===== config.mk =====
export PLATFORM = sky130hd
export DESIGN_NAME = attr_resolve_ctrl
export DESIGN_NICKNAME = d
export VERILOG_FILES = /design/src/rtl/attr_res_pkg.sv /design/src/rtl/attr_syn_classify.sv /design/src/rtl/attr_vote_tally.sv /design/src/rtl/attr_resolve_ctrl.sv
export SDC_FILE = /design/constraint.sdc
export NUM_CORES = 1
export LEC_CHECK = 0
export BUFFER_PORTS_ARGS = -buffer_cell sky130_fd_sc_hd__clkbuf_2
export CELL_PAD_IN_SITES_DETAIL_PLACEMENT = 0
export CELL_PAD_IN_SITES_GLOBAL_PLACEMENT = 1
export CORE_MARGIN = 4
export CORE_UTILIZATION = 36
export CTS_BUF_LIST = sky130_fd_sc_hd__clkbuf_4 sky130_fd_sc_hd__clkbuf_8
export CTS_CLUSTER_DIAMETER = 30
export DETAILED_ROUTE_END_ITERATION = 16
export PLACE_DENSITY_LB_ADDON = 0.1
export RECOVER_POWER = 100
export SLEW_MARGIN = 10
export SYNTH_ARGS = -nofsm -noshare
export SYNTH_HDL_FRONTEND = slang
export SYNTH_SLANG_ARGS = --single-unit
export TNS_END_PERCENT = 30

===== constraint.sdc =====
create_clock -name clk -period 2.1 [get_ports clk]
set_input_delay 0.315 -clock clk [delete_from_list [all_inputs] [get_ports clk]]
set_output_delay 0.315 -clock clk [all_outputs]
set_load 0.02 [all_outputs]

===== src/rtl/attr_res_pkg.sv =====
package attr_res_pkg;

    typedef enum logic [1:0] {
        SYN_NONE   = 2'b00,
        SYN_SINGLE = 2'b01,
        SYN_MULTI  = 2'b10
    } syn_class_e;

    typedef enum logic [1:0] {
        RES_CLEAN  = 2'b00,
        RES_CORR   = 2'b01,
        RES_UNCORR = 2'b10,
        RES_UNDET  = 2'b11
    } res_status_e;

    typedef enum logic [2:0] {
        S_IDLE,
        S_CHECK,
        S_FETCH,
        S_WAIT,
        S_EVAL,
        S_DONE
    } ctrl_state_e;

    // Outcome for the requested word once the line attribute is known.
    function automatic res_status_e judge_word(syn_class_e hyp_cls);
        return (hyp_cls == SYN_SINGLE) ? RES_CORR : RES_UNCORR;
    endfunction

endpackage


===== src/rtl/attr_syn_classify.sv =====
module attr_syn_classify
    import attr_res_pkg::*;
#(
    parameter int SYN_W = 8
) (
    input  logic [SYN_W-1:0] syn,
    output syn_class_e       cls
);
    always_comb begin
        if (syn == '0) begin
            cls = SYN_NONE;
        end else if (^syn) begin
            cls = SYN_SINGLE;
        end else begin
            cls = SYN_MULTI;
        end
    end
endmodule


===== src/rtl/attr_vote_tally.sv =====
module attr_vote_tally #(
    parameter int MAX_VOTES = 8
) (
    input  logic clk,
    input  logic rst_n,
    input  logic clear,
    input  logic add_a0,
    input  logic add_a1,
    output logic any_vote,
    output logic tie,
    output logic winner
);
    localparam int CW = $clog2(MAX_VOTES + 1);

    typedef struct packed {
        logic [CW-1:0] cnt0;
        logic [CW-1:0] cnt1;
    } tally_t;

    tally_t tally_d, tally_q;

    always_comb begin
        tally_d = tally_q;
        if (clear) begin
            tally_d.cnt0 = '0;
            tally_d.cnt1 = '0;
        end else begin
            if (add_a0) tally_d.cnt0 = tally_q.cnt0 + CW'(1);
            if (add_a1) tally_d.cnt1 = tally_q.cnt1 + CW'(1);
        end
    end

    always_ff @(posedge clk or negedge rst_n) begin
        if (!rst_n) begin
            tally_q <= '0;
        end else begin
            tally_q <= tally_d;
        end
    end

    assign any_vote = (tally_q.cnt0 != '0) || (tally_q.cnt1 != '0);
    assign tie      = any_vote && (tally_q.cnt0 == tally_q.cnt1);
    assign winner   = (tally_q.cnt1 > tally_q.cnt0);
endmodule


===== src/rtl/attr_resolve_ctrl.sv =====
module attr_resolve_ctrl
    import attr_res_pkg::*;
#(
    parameter int NUM_WORDS = 8,
    parameter int SYN_W     = 8,
    parameter int IDX_W     = $clog2(NUM_WORDS)
) (
    input  logic             clk,
    input  logic             rst_n,
    input  logic             req_valid,
    input  logic [IDX_W-1:0] req_idx,
    input  logic [SYN_W-1:0] req_syn_a0,
    input  logic [SYN_W-1:0] req_syn_a1,
    output logic             busy,
    output logic             rd_valid,
    output logic [IDX_W-1:0] rd_idx,
    input  logic             rsp_valid,
    input  logic [SYN_W-1:0] rsp_syn_a0,
    input  logic [SYN_W-1:0] rsp_syn_a1,
    output logic             done,
    output logic             attr,
    output logic [1:0]       status
);
    localparam int PTR_W   = IDX_W + 1;
    localparam int N_CLASS = 4;

    typedef struct packed {
        ctrl_state_e   st;
        logic [IDX_W-1:0] home;
        syn_class_e    h0;
        syn_class_e    h1;
        logic [PTR_W-1:0] ptr;
        logic          found;
        logic          found_attr;
        logic          attr;
        res_status_e   status;
    } ctrl_regs_t;

    ctrl_regs_t ctrl_d, ctrl_q;

    // Classifiers: 0/1 requested word, 2/3 sibling response.
    logic [N_CLASS-1:0][SYN_W-1:0] syn_bus;
    syn_class_e                    cls_w [N_CLASS];

    assign syn_bus = {rsp_syn_a1, rsp_syn_a0, req_syn_a1, req_syn_a0};

    for (genvar g = 0; g < N_CLASS; g++) begin : g_cls
        attr_syn_classify #(.SYN_W(SYN_W)) u_cls (
            .syn (syn_bus[g]),
            .cls (cls_w[g])
        );
    end

    // Sibling evidence from the current response.
    logic sib_clean_one;
    logic sib_clean_attr;
    assign sib_clean_one  = (cls_w[2] == SYN_NONE) ^ (cls_w[3] == SYN_NONE);
    assign sib_clean_attr = (cls_w[3] == SYN_NONE);

    logic tally_clear, vote_a0, vote_a1;
    logic any_vote, vote_tie, vote_winner;

    attr_vote_tally #(.MAX_VOTES(NUM_WORDS)) u_tally (
        .clk      (clk),
        .rst_n    (rst_n),
        .clear    (tally_clear),
        .add_a0   (vote_a0),
        .add_a1   (vote_a1),
        .any_vote (any_vote),
        .tie      (vote_tie),
        .winner   (vote_winner)
    );

    function automatic logic [PTR_W-1:0] step_ptr(logic [PTR_W-1:0] cur,
                                                  logic [IDX_W-1:0] skip);
        logic [PTR_W-1:0] nxt;
        nxt = cur + PTR_W'(1);
        if (nxt == {1'b0, skip}) nxt = nxt + PTR_W'(1);
        return nxt;
    endfunction

    logic             accept;
    logic             rsp_take;
    logic [PTR_W-1:0] ptr_next;
    syn_class_e       home_cls_sel;

    assign accept   = (ctrl_q.st == S_IDLE) && req_valid;
    assign rsp_take = (ctrl_q.st == S_WAIT) && rsp_valid;
    assign ptr_next = step_ptr(ctrl_q.ptr, ctrl_q.home);

    assign tally_clear = accept;
    assign vote_a0     = rsp_take && !sib_clean_one && (cls_w[2] == SYN_SINGLE);
    assign vote_a1     = rsp_take && !sib_clean_one && (cls_w[3] == SYN_SINGLE);

    always_comb begin
        ctrl_d       = ctrl_q;
        home_cls_sel = SYN_MULTI;

        unique case (ctrl_q.st)
            S_IDLE: begin
                if (req_valid) begin
                    ctrl_d.st    = S_CHECK;
                    ctrl_d.home  = req_idx;
                    ctrl_d.h0    = cls_w[0];
                    ctrl_d.h1    = cls_w[1];
                    ctrl_d.ptr   = (req_idx == '0) ? PTR_W'(1) : '0;
                    ctrl_d.found = 1'b0;
                end
            end

            S_CHECK: begin
                if (ctrl_q.h0 == SYN_NONE && ctrl_q.h1 == SYN_NONE) begin
                    ctrl_d.attr   = 1'b0;
                    ctrl_d.status = RES_UNDET;
                    ctrl_d.st     = S_DONE;
                end else if (ctrl_q.h0 == SYN_NONE) begin
                    ctrl_d.attr   = 1'b0;
                    ctrl_d.status = RES_CLEAN;
                    ctrl_d.st     = S_DONE;
                end else if (ctrl_q.h1 == SYN_NONE) begin
                    ctrl_d.attr   = 1'b1;
                    ctrl_d.status = RES_CLEAN;
                    ctrl_d.st     = S_DONE;
                end else if (ctrl_q.ptr >= PTR_W'(NUM_WORDS)) begin
                    ctrl_d.st = S_EVAL;
                end else begin
                    ctrl_d.st = S_FETCH;
                end
            end

            S_FETCH: begin
                ctrl_d.st = S_WAIT;
            end

            S_WAIT: begin
                if (rsp_valid) begin
                    if (sib_clean_one) begin
                        ctrl_d.found      = 1'b1;
                        ctrl_d.found_attr = sib_clean_attr;
                        ctrl_d.st         = S_EVAL;
                    end else if (ptr_next >= PTR_W'(NUM_WORDS)) begin
                        ctrl_d.st = S_EVAL;
                    end else begin
                        ctrl_d.ptr = ptr_next;
                        ctrl_d.st  = S_FETCH;
                    end
                end
            end

            S_EVAL: begin
                ctrl_d.st = S_DONE;
                if (ctrl_q.found) begin
                    home_cls_sel  = ctrl_q.found_attr ? ctrl_q.h1 : ctrl_q.h0;
                    ctrl_d.attr   = ctrl_q.found_attr;
                    ctrl_d.status = judge_word(home_cls_sel);
                end else if (vote_tie) begin
                    ctrl_d.attr   = 1'b0;
                    ctrl_d.status = RES_UNCORR;
                end else if (any_vote) begin
                    home_cls_sel  = vote_winner ? ctrl_q.h1 : ctrl_q.h0;
                    ctrl_d.attr   = vote_winner;
                    ctrl_d.status = judge_word(home_cls_sel);
                end else begin
                    ctrl_d.attr   = 1'b0;
                    ctrl_d.status = RES_UNDET;
                end
            end

            S_DONE: begin
                ctrl_d.st = S_IDLE;
            end

            default: begin
                ctrl_d.st = S_IDLE;
            end
        endcase
    end

    always_ff @(posedge clk or negedge rst_n) begin
        if (!rst_n) begin
            ctrl_q            <= '0;
            ctrl_q.st         <= S_IDLE;
            ctrl_q.h0         <= SYN_NONE;
            ctrl_q.h1         <= SYN_NONE;
            ctrl_q.status     <= RES_CLEAN;
        end else begin
            ctrl_q <= ctrl_d;
        end
    end

    assign busy     = (ctrl_q.st != S_IDLE);
    assign rd_valid = (ctrl_q.st == S_FETCH);
    assign rd_idx   = ctrl_q.ptr[IDX_W-1:0];
    assign done     = (ctrl_q.st == S_DONE);
    assign attr     = ctrl_q.attr;
    assign status   = ctrl_q.status;
endmodule


======== Word level (Yosys, flattened, before mapping) ========
Index checks and enable logic that the tools add are counted.
word-level totals
  register bits after elaboration ......... 27
  input port bits ......................... 39
  output and inout bits ................... 9
  logic and storage cells ................. 110
operators by class
  $add $sub $neg .......................... 4
  order comparisons ....................... 3
  equality and inequality tests ........... 17
  multiplexer cells ....................... 38
  bitwise logic cells ..................... 1
  reduce and logical (&&, ||, !) cells .... 36
operators with widths
  kind                                            number
  2-to-1 mux 3 bit                                13
  zero test 8 bit                                 4
  parity 8 bit                                    4
  2-to-1 mux 2 bit                                13
  2-to-1 mux 4 bit                                5
  adder 4 x 1 -> 4 bit (second input constant)    4
  2-to-1 mux 15 bit                               1
  case mux 3 bit (5 select lines)                 1
  != test 2 bit (second input constant)           5
  case mux 5 bit (2 select lines)                 1
  == test 2 x 1 -> 1 bit (second input constant)  4
  >= comparator 4 bit (second input constant)     2
  zero test 2 bit                                 4
  2-to-1 mux 8 bit                                1
  nonzero test 2 bit                              4
  nonzero test 4 bit                              2
  logical AND 1 bit                               7
  == test 3 x 2 -> 1 bit (second input constant)  2
  == test 3 bit (second input constant)           2
  zero test 3 bit                                 2
  2-to-1 mux 6 bit                                1
  case mux 3 bit (2 select lines)                 1
  AND reduction 2 bit                             3
  AND reduction 5 bit                             1
  12 further kinds                                12

======== Longest topological paths before layout ========
Gate-level depths: netlist of the first run.
  word-level depth ........................ 10
  mapped depth ............................ 7
  depth with buffers taken out ............ 7

======== Cells and area by module ========
Synthesis of the first run repeated with hierarchy kept, for this count alone.
unflattened totals
  cells, all modules ...................... 275
  area total of the unflattened synthesis .. 2319.7 sq um
modules (own cells, without submodules)
  module             times used  cells each  area an instance (sq um)  sequential area each (sq um)
  attr_resolve_ctrl  1           151         1311.3                    475.5
  attr_vote_tally    1           52          508.0                     200.2
  attr_syn_classify  4           18          125.1                     0.0

======== Worst setup path before layout of the first run ========
Ideal clock, no wire load.
  path kind ............................... register -> register
  start point ............................. register ctrl_q, in the netlist rd_idx[0]
  end point ............................... register ctrl_q[18] (netlist bit)
  library setup time ...................... 78 ps
  arrival time ............................ 1744 ps
  required time ........................... 2022 ps
  path slack .............................. 278 ps
  cell stages (with the launch flop) ...... 8
  buffers on the path ..................... 0
  clock period less this slack ............ 1822 ps
  cells stage by stage .................... dfrtp_1 inv_1 ha_1 and3_1 nand4_1 and3_4 a211o_1 a21oi_1
on the way
  cells in the longest elaborated chain, start to end .. 8
  elaborated cells on any way between the ends .. 14
  classes of those cells .................. add/sub (2); order compare (2); eq/ne (1); mux (9)
ends and longest elaborated chain
  item                                                            line                      text
  from (decl)                                                     attr_resolve_ctrl.sv:39   ctrl_regs_t ctrl_d, ctrl_q;
  from (signal assigned)                                          attr_resolve_ctrl.sv:187  ctrl_q <= ctrl_d;
  adder 4 x 1 -> 4 bit                                            attr_resolve_ctrl.sv:77   nxt = cur + PTR_W'(1);
  adder 4 x 1 -> 4 bit or == test 4 x 3 -> 1 bit (tied branches)  attr_resolve_ctrl.sv:78   if (nxt == {1'b0, skip}) nxt = nxt + PTR_W'(1);
  2-to-1 mux 4 bit                                                attr_resolve_ctrl.sv:78
  >= comparator 4 bit                                             attr_resolve_ctrl.sv:141  end else if (ptr_next >= PTR_W'(NUM_WORDS)) begin
  2-to-1 mux 3 bit                                                attr_resolve_ctrl.sv:141
  2-to-1 mux 3 bit                                                attr_resolve_ctrl.sv:137  if (sib_clean_one) begin
  2-to-1 mux 3 bit                                                attr_resolve_ctrl.sv:136  if (rsp_valid) begin
  case mux 3 bit (5 select lines) (*)                             attr_resolve_ctrl.sv:99   unique case (ctrl_q.st)
Every way passes the cells marked *; elsewhere a longest branch is shown, timed or not. The select of a mux whose other input is x is not followed.
A chain may end at the register's enable or synchronous reset.

======== Worst setup path after layout of the first run ========
  start point ............................. register ctrl_q, in the netlist rd_idx[0]
  end point ............................... register ctrl_q, in the netlist rd_idx[0]
on the way
  cells in the longest elaborated chain, start to end .. 7
  elaborated cells on any way between the ends .. 11
  classes of those cells .................. add/sub (2); order compare (1); eq/ne (2); mux (5); reduce/logical (1)
ends and longest elaborated chain
  item                                                                         line
  adder 4 x 1 -> 4 bit (*)                                                     attr_resolve_ctrl.sv:77
  adder 4 x 1 -> 4 bit or == test 4 x 3 -> 1 bit (tied branches)               attr_resolve_ctrl.sv:78
  2-to-1 mux 4 bit (*)                                                         attr_resolve_ctrl.sv:78
  parallel branches: the longest is 4 deep, another holds >= comparator 4 bit  --
Mark *: on every way between the ends. The select of a mux whose other input is x is not followed.

==> run metrics, run 1 <==
HPWL after detailed placement between 3000 and 4000 um; Slowest-stage cell, CP dfrtp_1; final setup TNS 0 ns; Area growth syn-to-layout 13.8%; Non-Filler Instances between 300 and 400; Hold Path End ctrl_q[14]$_DFFE_PN0P_; CTS root buffer clkbuf_8; clock sinks 27; max-cap violations 1; Max Fanout on Critical Path 5; Tcrit/Tclk final approximately 96%; Crit Path Class register to register; setup violators final 0; CTS tree done; leakage 1.34 nW; Final ANT Viol Nets 0; Die Wd a little under 90 um; ant diodes 0; failing checks max-capacitance violations, max-slew violations; Die Area approximately 7800 um^2; vias in the first global route between 1,500 and 2,000; grt ovf 0; Synth Area in Adders 14.6%; FF-to-FF End rd_idx[0]$_DFFE_PN0P_; io pins between 40 and 50; post-synthesis sequential area ratio just under 30%; Post-Synthesis Cells 274; crit path launch type register; Final Critical Period around 2.0 ns; WP data arrival between 2 and 2.5 ns; Reg2Reg Depth 7; First-pass DRT Iterations 4; Initial Utilization 38.0%; xor/xnor cell area share of the yosys netlist under 10%; FF-to-FF setup slack between 0.09 and 0.1 ns; Synth Area in Compound Gates between 10 and 15%; crit-path leading delay family simple AND/OR/NAND/NOR gates; final hold vios 0; hold wc startpoint req_idx[1]; RSZ-0062 raised after global routing no; most used routing layer in global routing met2; Fillers 660; postcts setup bufs 0; Max VDD drop ~520 uV; Max Root-Sink Buffers 2; Tightest Hold Check Type primary input to register; core area 6100 um^2; Hold-fix buffers, CTS 0; max_slew headroom -3.10%; layout cells sized above 1 approximately 18%; top_reg_cell synth dfrtp_1; CP Capture Type register; Syn. warnings 0; Hold Path Depth 3; worst r2r src rd_idx[0]$_DFFE_PN0P_; M1 GR Usage between 15 and 20%; FF/Latch Area between 600 and 700 um^2; Routed WL slightly below 5000 um; Bufs and invs on worst path 1; CTS buffer count 3; vias after detailed routing just under 2,000; GRT Total Usage between 10% and 20%; Avg Cell Area, Syn around 8.5 um^2; status finished, violations left; cell area after synthesis between 2000 and 2500 um^2; Post-synth EDFFs 0; Total Nets Final approximately 390; Final GP Congestion roughly 0.8; actual slew at the worst max-slew pin between 1.5 and 2 ns; routing usage on met3 2.23%; Synthesized Nets 340; P per Cell Area a little under 1000 nW/um^2; DRC violations left 0; largest family of logic cells by synthesized area simple AND/OR/NAND/NOR gates; largest net degree at the start of global routing 28; maximum clock frequency 0.498 GHz; 1st-iter DRT viols approximately 70; Max Slew Vio Count 28; Simple-Gate Fraction of Synth Area 20.8%; FP Rows 28; met2 Usage GRT between 20% and 30%; first-pass GRT wire length approximately 8300 um; number of H-tree levels 1; Clock Latency Late Sink 0.28 ns; die height 88.3 um; synth unique cells 52; cells along the critical path inv_1 > ha_1 > and3_1 > nand4_1 > and3_4 > a21oi_1 > o22ai_1; Crit path required time 2.26 ns; initial antenna violation count 0; placed cells 390; clock skew around 0.0064 ns; area of the multi-input gates about 1400 um^2; clk slew on worst S/H paths about 0.10 ns; #FFs+latches synth 27; Post-CTS Resized 0; asr flop ratio synth 100%; vias per cell just under 5; crit-path max cell delay between 0.4 and 0.5 ns; IO Port Bufs 47; mux share of post-synthesis cell area 0.917%; WL per Instance roughly 12 um
==> where the power goes <==
part / switching, mW / leakage, nW / internal, mW
Clock: 0.180 / 0.0217 / 0.135
Combinational: 0.783 / 0.961 / 0.578
Sequential: 0.186 / 0.355 / 0.674
==> cell families after synthesis <==
group,count (synthesis)
fa+ha+maj,27
xor+xnor,26
mux,2
buf+inv,58
compound gates,50
flops,27
simple gates,84
==> cells in the final DEF, fill, tap and decap left out, types with 2 or more instances in the layout <==
cell type,count
a211o_1,2
a21oi_1,15
a2bb2oi_1,2
and3_1,3
clkbuf_1,12
clkbuf_2,38
clkbuf_8,3
dfrtp_1,27
ha_1,27
inv_1,47
nand2_1,22
nand3_1,8
nand4_1,6
nand4_2,2
nor2_1,17
nor2b_1,5
nor3_1,4
nor3_2,2
nor3b_2,2
nor4b_1,2
o211ai_1,2
o21ai_0,10
o21ai_1,2
o22ai_1,2
o31ai_1,2
or2_1,2
or3_1,2
xnor2_1,19
xor2_1,7
==> registers in the layout, indices dropped and copies added (netlist names) <==
name             flops
ctrl_q              13
u_tally.tally_q      8
rd_idx               3
status               2
attr                 1
==> worst max-delay path by stage <==
stage / from / endpoint / slack [ns] / depth (start not counted)
2_1_floorplan: rd_idx[0]$_DFFE_PN0P_ / ctrl_q[18]$_DFFE_PN0P_ / 0.28 / 7
3_3_place_gp: rd_idx[0]$_DFFE_PN0P_ / rd_idx[2]$_DFFE_PN0P_ / 0.19 / 7
3_5_place_dp: rd_idx[0]$_DFFE_PN0P_ / rd_idx[2]$_DFFE_PN0P_ / 0.13 / 7
4_1_cts: rd_idx[0]$_DFFE_PN0P_ / rd_idx[2]$_DFFE_PN0P_ / 0.11 / 7
5_1_grt: rd_idx[0]$_DFFE_PN0P_ / rd_idx[0]$_DFFE_PN0P_ / 0.006 / 7
6_report: rd_idx[0]$_DFFE_PN0P_ / rd_idx[0]$_DFFE_PN0P_ / 0.09 / 7
==> metrics by stage <==
stage          setup WS, ns  area [um^2]  total power, mW  hold WS (ns)  utilization, %
2_1_floorplan         0.278         2320             1.95        0.0194               -
3_3_place_gp          0.188         2620             2.30         0.420            42.9
3_5_place_dp          0.126         2620             2.28         0.411            42.9
4_1_cts               0.110         2670             2.61        0.0947            43.7
5_1_grt             0.00619         2640             2.80         0.259            43.3
6_report             0.0935         2640             2.54         0.252            43.3
==> worst min-delay path, delay by kind of cell <==
family,cells,cell delay [ns]
buf+inv,1,0.09
simple gates,2,0.10
==> synthesized netlist by cell type (3+ instances only) <==
master	n	area (um^2)
xor2_1	7	61.3
nor3_2	3	30.0
nor3_1	3	15.0
dfrtp_1	27	676
o21ai_0	9	45.0
buf_4	5	37.5
xnor2_1	19	166
ha_1	27	338
buf_2	4	20.0
nand4_1	6	37.5
nand2_1	22	82.6
nand3_1	8	40.0
nor2b_1	5	31.3
a21oi_1	15	75.1
nor2_1	17	63.8
o21ai_1	3	15.0
and3_1	3	18.8
inv_1	47	176
==> routing by layer <==
layer / part of all wire, % / vias to the layer above
met5: 0 / -
met4: 0.47 / 0
met3: 4.3 / 2
met2: 47 / 32
met1: 48 / 912
li1: - / 1005
==> area by class of cell <==
class | count | area share (%)
flip-flops and latches | 27 | 25.6
well taps | 75 | 3.56
repair buffers | 51 | 9.20
inverters | 48 | 6.83
multi-input cells | 189 | 52.9
clock inverters | 1 | 0.285
clock buffers | 3 | 1.57
Note: power is estimated with default switching activity, not from simulation.
==> run 2: changes to the inputs <==
--- a/config.mk
+++ b/config.mk
@@ -9,7 +9,7 @@
 export CELL_PAD_IN_SITES_DETAIL_PLACEMENT = 0
 export CELL_PAD_IN_SITES_GLOBAL_PLACEMENT = 1
 export CORE_MARGIN = 4
-export CORE_UTILIZATION = 36
+export CORE_UTILIZATION = 42
 export CTS_BUF_LIST = sky130_fd_sc_hd__clkbuf_4 sky130_fd_sc_hd__clkbuf_8
 export CTS_CLUSTER_DIAMETER = 30
 export DETAILED_ROUTE_END_ITERATION = 16
==> run metrics, run 2 (synthesis gave the netlist of run 1 again) <==
io pins 48; vias after detailed routing about 1,900; maximum clock frequency 0.519 GHz; GRT Total Usage between 10% and 20%; Finished Core Util around half; CTS tree done; Max VDD drop around 450 uV; DRC violations left 0; Gate power share between 50% and 60%; placed cells 385; Die Area around 6800 um^2; Post-CTS Resized 0; clk slew on worst S/H paths 0.10 ns; grt ovf 0; IO Port Bufs 47; Total Nets Final 386; Tcrit/Tclk final 91.8%; max_slew headroom -1.77%; Final ANT Viol Nets 0; Final Critical Period 1.93 ns; Final Hold Slack about 0.24 ns; setup violators final 0; sequential share of power 34.0%; clock power share between 10% and 20%; Max Slew Vio Count 28; final hold vios 0; ant diodes 0; final setup TNS 0 ns; WP data arrival between 2 and 2.5 ns; clock sinks 27; most frequent cells in the layout 47 x inv_1, 38 x clkbuf_2, 27 x ha_1, 26 x dfrtp_1, 22 x nand2_1; clock skew roughly 0.0087 ns; vias per cell 4.93; Crit path required time around 2.3 ns; 1st-iter DRT viols 63; Clock Latency Late Sink around 0.28 ns; P per Cell Area roughly 970 nW/um^2; pre-CTS setup slack 0.130 ns; HPWL after detailed placement 3820 um; final setup margin about 0.17 ns; FP Rows 26; first-pass GRT wire length around 8300 um; crit path launch type register; Max Root-Sink Buffers 2; max-cap violations 1; Area growth syn-to-layout 13.9%; WL per Instance 12.2 um; Non-Filler Instances about 400; die height slightly above 80 um; Die Wd approximately 80 um; CP Capture Type register; number of H-tree levels 1; CTS root buffer clkbuf_8; Sw Pwr 1.15 mW; Total Power approximately 2.6 mW; postcts setup bufs 0; largest net degree at the start of global routing 28; Initial Utilization roughly 44%; leading cell type in the layout, fill and taps excluded inv_1; failing checks max-capacitance violations, max-slew violations; Crit Path Class register to register; First-pass DRT Iterations 4; actual slew at the worst max-slew pin between 1.5 and 2 ns; Biggest register ctrl_q; Routed WL about 4700 um; Final GP Congestion around 0.82; core area around 5200 um^2; Internal between 1 and 1.5 mW; Cell Area, Placed between 2000 and 3000 um^2; vias in the first global route 1,870; RSZ-0062 raised after global routing no; Final Cell Area 2640 um^2; Sw Ratio a little under half; CTS buffer count 3; initial antenna violation count 0; status finished, violations left; Max Fanout on Critical Path 8; leakage between 1 and 1.5 nW; Tightest Hold Check Type primary input to register; layout cells sized above 1 between 10% and 20%; Largest register FFs 13; Hold-fix buffers, CTS 0
## run 2: path summary, 6_finish.rpt
check	slack [ns]	from	cells after the start	to
worst max-delay path	0.17	rd_idx[1]$_DFFE_PN0P_	7	ctrl_q[18]$_DFFE_PN0P_
worst min-delay path	0.24	req_idx[1]	3	ctrl_q[14]$_DFFE_PN0P_
worst max register to register	0.17	rd_idx[1]$_DFFE_PN0P_	7	ctrl_q[18]$_DFFE_PN0P_
worst min register to register	0.51	attr$_DFFE_PN0P_	1	attr$_DFFE_PN0P_
max in group asynchronous	0.72	rst_n	1	rd_idx[0]$_DFFE_PN0P_
min in group asynchronous	0.39	rst_n	1	rd_idx[1]$_DFFE_PN0P_
## run 2: layer usage
layer / share of wire (%) / GRT usage, % / vias up
met4: 0.59 / 2.99 / 0
met2: 44 / 24.2 / 39
met5: 0 / 0 / -
met1: 50 / 21.8 / 868
li1: - / - / 1005
met3: 4.6 / 3.25 / 5
## run 2: power by group through the flow
stage / Combinational, mW / Clock (mW) / Sequential (mW)
floorplan: 1.14 / 0 / 0.818
CTS: 1.41 / 0.319 / 0.870
finish: 1.38 / 0.303 / 0.869
detailed placement: 1.40 / 0 / 0.882
global placement: 1.41 / 0 / 0.880
global route: 1.58 / 0.345 / 0.903
## run 2: cell type report
cell class | instances | area, um^2
inverters | 48 | 180
fillers | 528 | 2600
flip-flops and latches | 27 | 677
well taps | 70 | 87.6
clock buffers | 3 | 41.3
repair buffers | 51 | 250
clock inverters | 1 | 5.00
multi-input cells | 189 | 1400
## run 2: critical path, stage by stage (launching register included)
cell	delay, ns
dfrtp_1	0.49
inv_1	0.07
ha_1	0.35
and3_1	0.16
nand4_1	0.13
and3_4	0.22
a211o_1	0.28
a21oi_1	0.15
==> run 3: changes to the inputs <==
--- a/config.mk
+++ b/config.mk
@@ -15,6 +15,7 @@
 export DETAILED_ROUTE_END_ITERATION = 16
 export PLACE_DENSITY_LB_ADDON = 0.1
 export RECOVER_POWER = 100
+export SKIP_LAST_GASP = 1
 export SLEW_MARGIN = 10
 export SYNTH_ARGS = -nofsm -noshare
 export SYNTH_HDL_FRONTEND = slang
==> constraint.sdc (replaced) <==
create_clock -name clk -period 2.1 [get_ports clk]
set_input_delay 0.42 -clock clk [delete_from_list [all_inputs] [get_ports clk]]
set_output_delay 0.42 -clock clk [all_outputs]
set_load 0.02 [all_outputs]
==> run metrics, run 3 (synthesis gave the netlist of run 1 again) <==
grt ovf 0; Slowest-stage cell, CP dfrtp_1; IO Port Bufs 47; final setup TNS 0 ns; Final Critical Period around 1.9 ns; 1st-iter DRT viols between 70 and 80; Gate power share between 50 and 60%; placed cells a little under 400; maximum clock frequency ~0.53 GHz; Die Area ~6800 um^2; number of H-tree levels 1; Tightest Hold Check Type primary input to register; Crit path required time between 1.5 and 2 ns; Non-Filler Instances 390; crit-path max cell delay 0.56 ns; Max Root-Sink Buffers 2; clock sinks 27; crit path launch type register; Tcrit/Tclk final between 80% and 90%; pre-CTS setup slack between 0.1 and 0.15 ns; clock power share between 10% and 20%; met2 Usage GRT 24.9%; M1 GR Usage between 20% and 30%; Total Power around 2.6 mW; Final ANT Viol Nets 0; most frequent cells in the layout 47 x inv_1, 38 x clkbuf_2, 27 x ha_1, 27 x dfrtp_1, 22 x nand2_1; final hold vios 0; routing usage on met3 under 10%; GRT Total Usage 15.4%; vias per cell around 5; Initial Utilization 44.3%; DRC violations left 0; clock skew about 0.012 ns; CTS root buffer clkbuf_8; most used routing layer in global routing met2; HPWL after detailed placement between 3000 and 4000 um; ant diodes 0; leakage roughly 1.4 nW; Largest register FFs 13; area of the multi-input gates roughly 1400 um^2; Sw Pwr around 1.2 mW; Die Wd a little over 80 um; First-pass DRT Iterations 6; Max Fanout on Critical Path 16; CP Capture Type output pin; Total Nets Final 387; Area growth syn-to-layout 14.1%; io pins between 40 and 50; RSZ-0062 raised after global routing no; FP Rows 26; vias in the first global route about 1,900; Crit Path Class register to output pin; core area 5240 um^2; largest net degree at the start of global routing 28; CTS tree done; layout cells sized above 1 17.8%; crit-path leading delay family flip-flops; Cell Area, Placed ~2600 um^2; CTS buffer count 3; Biggest register ctrl_q; FF/Latch Area about 680 um^2; clk slew on worst S/H paths about 0.11 ns; leading cell type in the layout, fill and taps excluded inv_1; Final Cell Area roughly 2600 um^2; final setup margin roughly 0.22 ns; vias after detailed routing between 1,500 and 2,000; die height between 80 and 90 um; first-pass GRT wire length between 8000 and 9000 um; postcts setup bufs 0; Max Slew Vio Count 28; Sw Ratio between 40% and 50%; WP data arrival approximately 1.5 ns; cells along the critical path nor3_1 > inv_1 > clkbuf_2; max_slew headroom -1.51%; setup violators final 0; initial antenna violation count 0; Max VDD drop between 500 and 600 uV; max-cap violations 1; status finished, violations left; Internal about 1.4 mW; P per Cell Area around 980 nW/um^2; Post-CTS Resized 0; actual slew at the worst max-slew pin between 1.5 and 2 ns; Final GP Congestion roughly 0.81; Clock Latency Late Sink 0.28 ns; Bufs and invs on worst path 2; WL per Instance approximately 12 um; Routed WL 4820 um; Fillers 512; sequential share of power roughly 33%; failing checks max-capacitance violations, max-slew violations; Hold-fix buffers, CTS 0
run 3: power by group through the flow:
stage | Combinational (mW) | Clock, mW | Sequential [mW]
6_report | 1.40 | 0.317 | 0.861
5_1_grt | 1.60 | 0.354 | 0.890
4_1_cts | 1.45 | 0.330 | 0.865
3_5_place_dp | 1.44 | 0 | 0.877
3_3_place_gp | 1.45 | 0 | 0.873
2_1_floorplan | 1.14 | 0 | 0.818
run 3: final cells by class:
class | count | area share (%)
clock buffers | 3 | 1.56
well taps | 70 | 3.31
repair buffers | 52 | 10.4
inverters | 48 | 6.81
clock inverters | 1 | 0.284
multi-input cells | 189 | 52.2
flip-flops and latches | 27 | 25.5
run 3: layer usage:
layer  wire length, um  vias to the layer above
li1                  -                     1010
met1              2380                      891
met2              2180                       39
met3               227                        4
met4                23                        0
met5                 0                        -
run 3: through the flow:
stage,hold slack (ns),util [%]
2_1_floorplan,0.124,-
3_3_place_gp,0.487,50.2
3_5_place_dp,0.497,50.2
4_1_cts,0.191,51.1
5_1_grt,0.343,50.5
6_report,0.343,50.5
run 3: path summary, 6_finish.rpt:
check / from / endpoint / slack, ns / depth (start not counted)
setup / recovery: ctrl_q[17]$_DFFE_PN0P_ / busy / 0.22 / 3
hold / removal: req_idx[1] / ctrl_q[14]$_DFFE_PN0P_ / 0.34 / 3
setup reg to reg: rd_idx[1]$_DFFE_PN0P_ / rd_idx[2]$_DFFE_PN0P_ / 0.24 / 7
hold reg to reg: attr$_DFFE_PN0P_ / attr$_DFFE_PN0P_ / 0.51 / 1
max in group asynchronous: rst_n / u_tally.tally_q[3]$_DFFE_PN0P_ / 0.72 / 1
min in group asynchronous: rst_n / rd_idx[1]$_DFFE_PN0P_ / 0.48 / 1
run 3: worst register-to-register path, delay by kind of cell (launching register included):
kind	cells	cell delay, ns
AOI/OAI and AO/OA	2	0.43
adders and majority gates	1	0.33
buffers and inverters	1	0.06
DFF	1	0.42
and+or+nand+nor	3	0.52
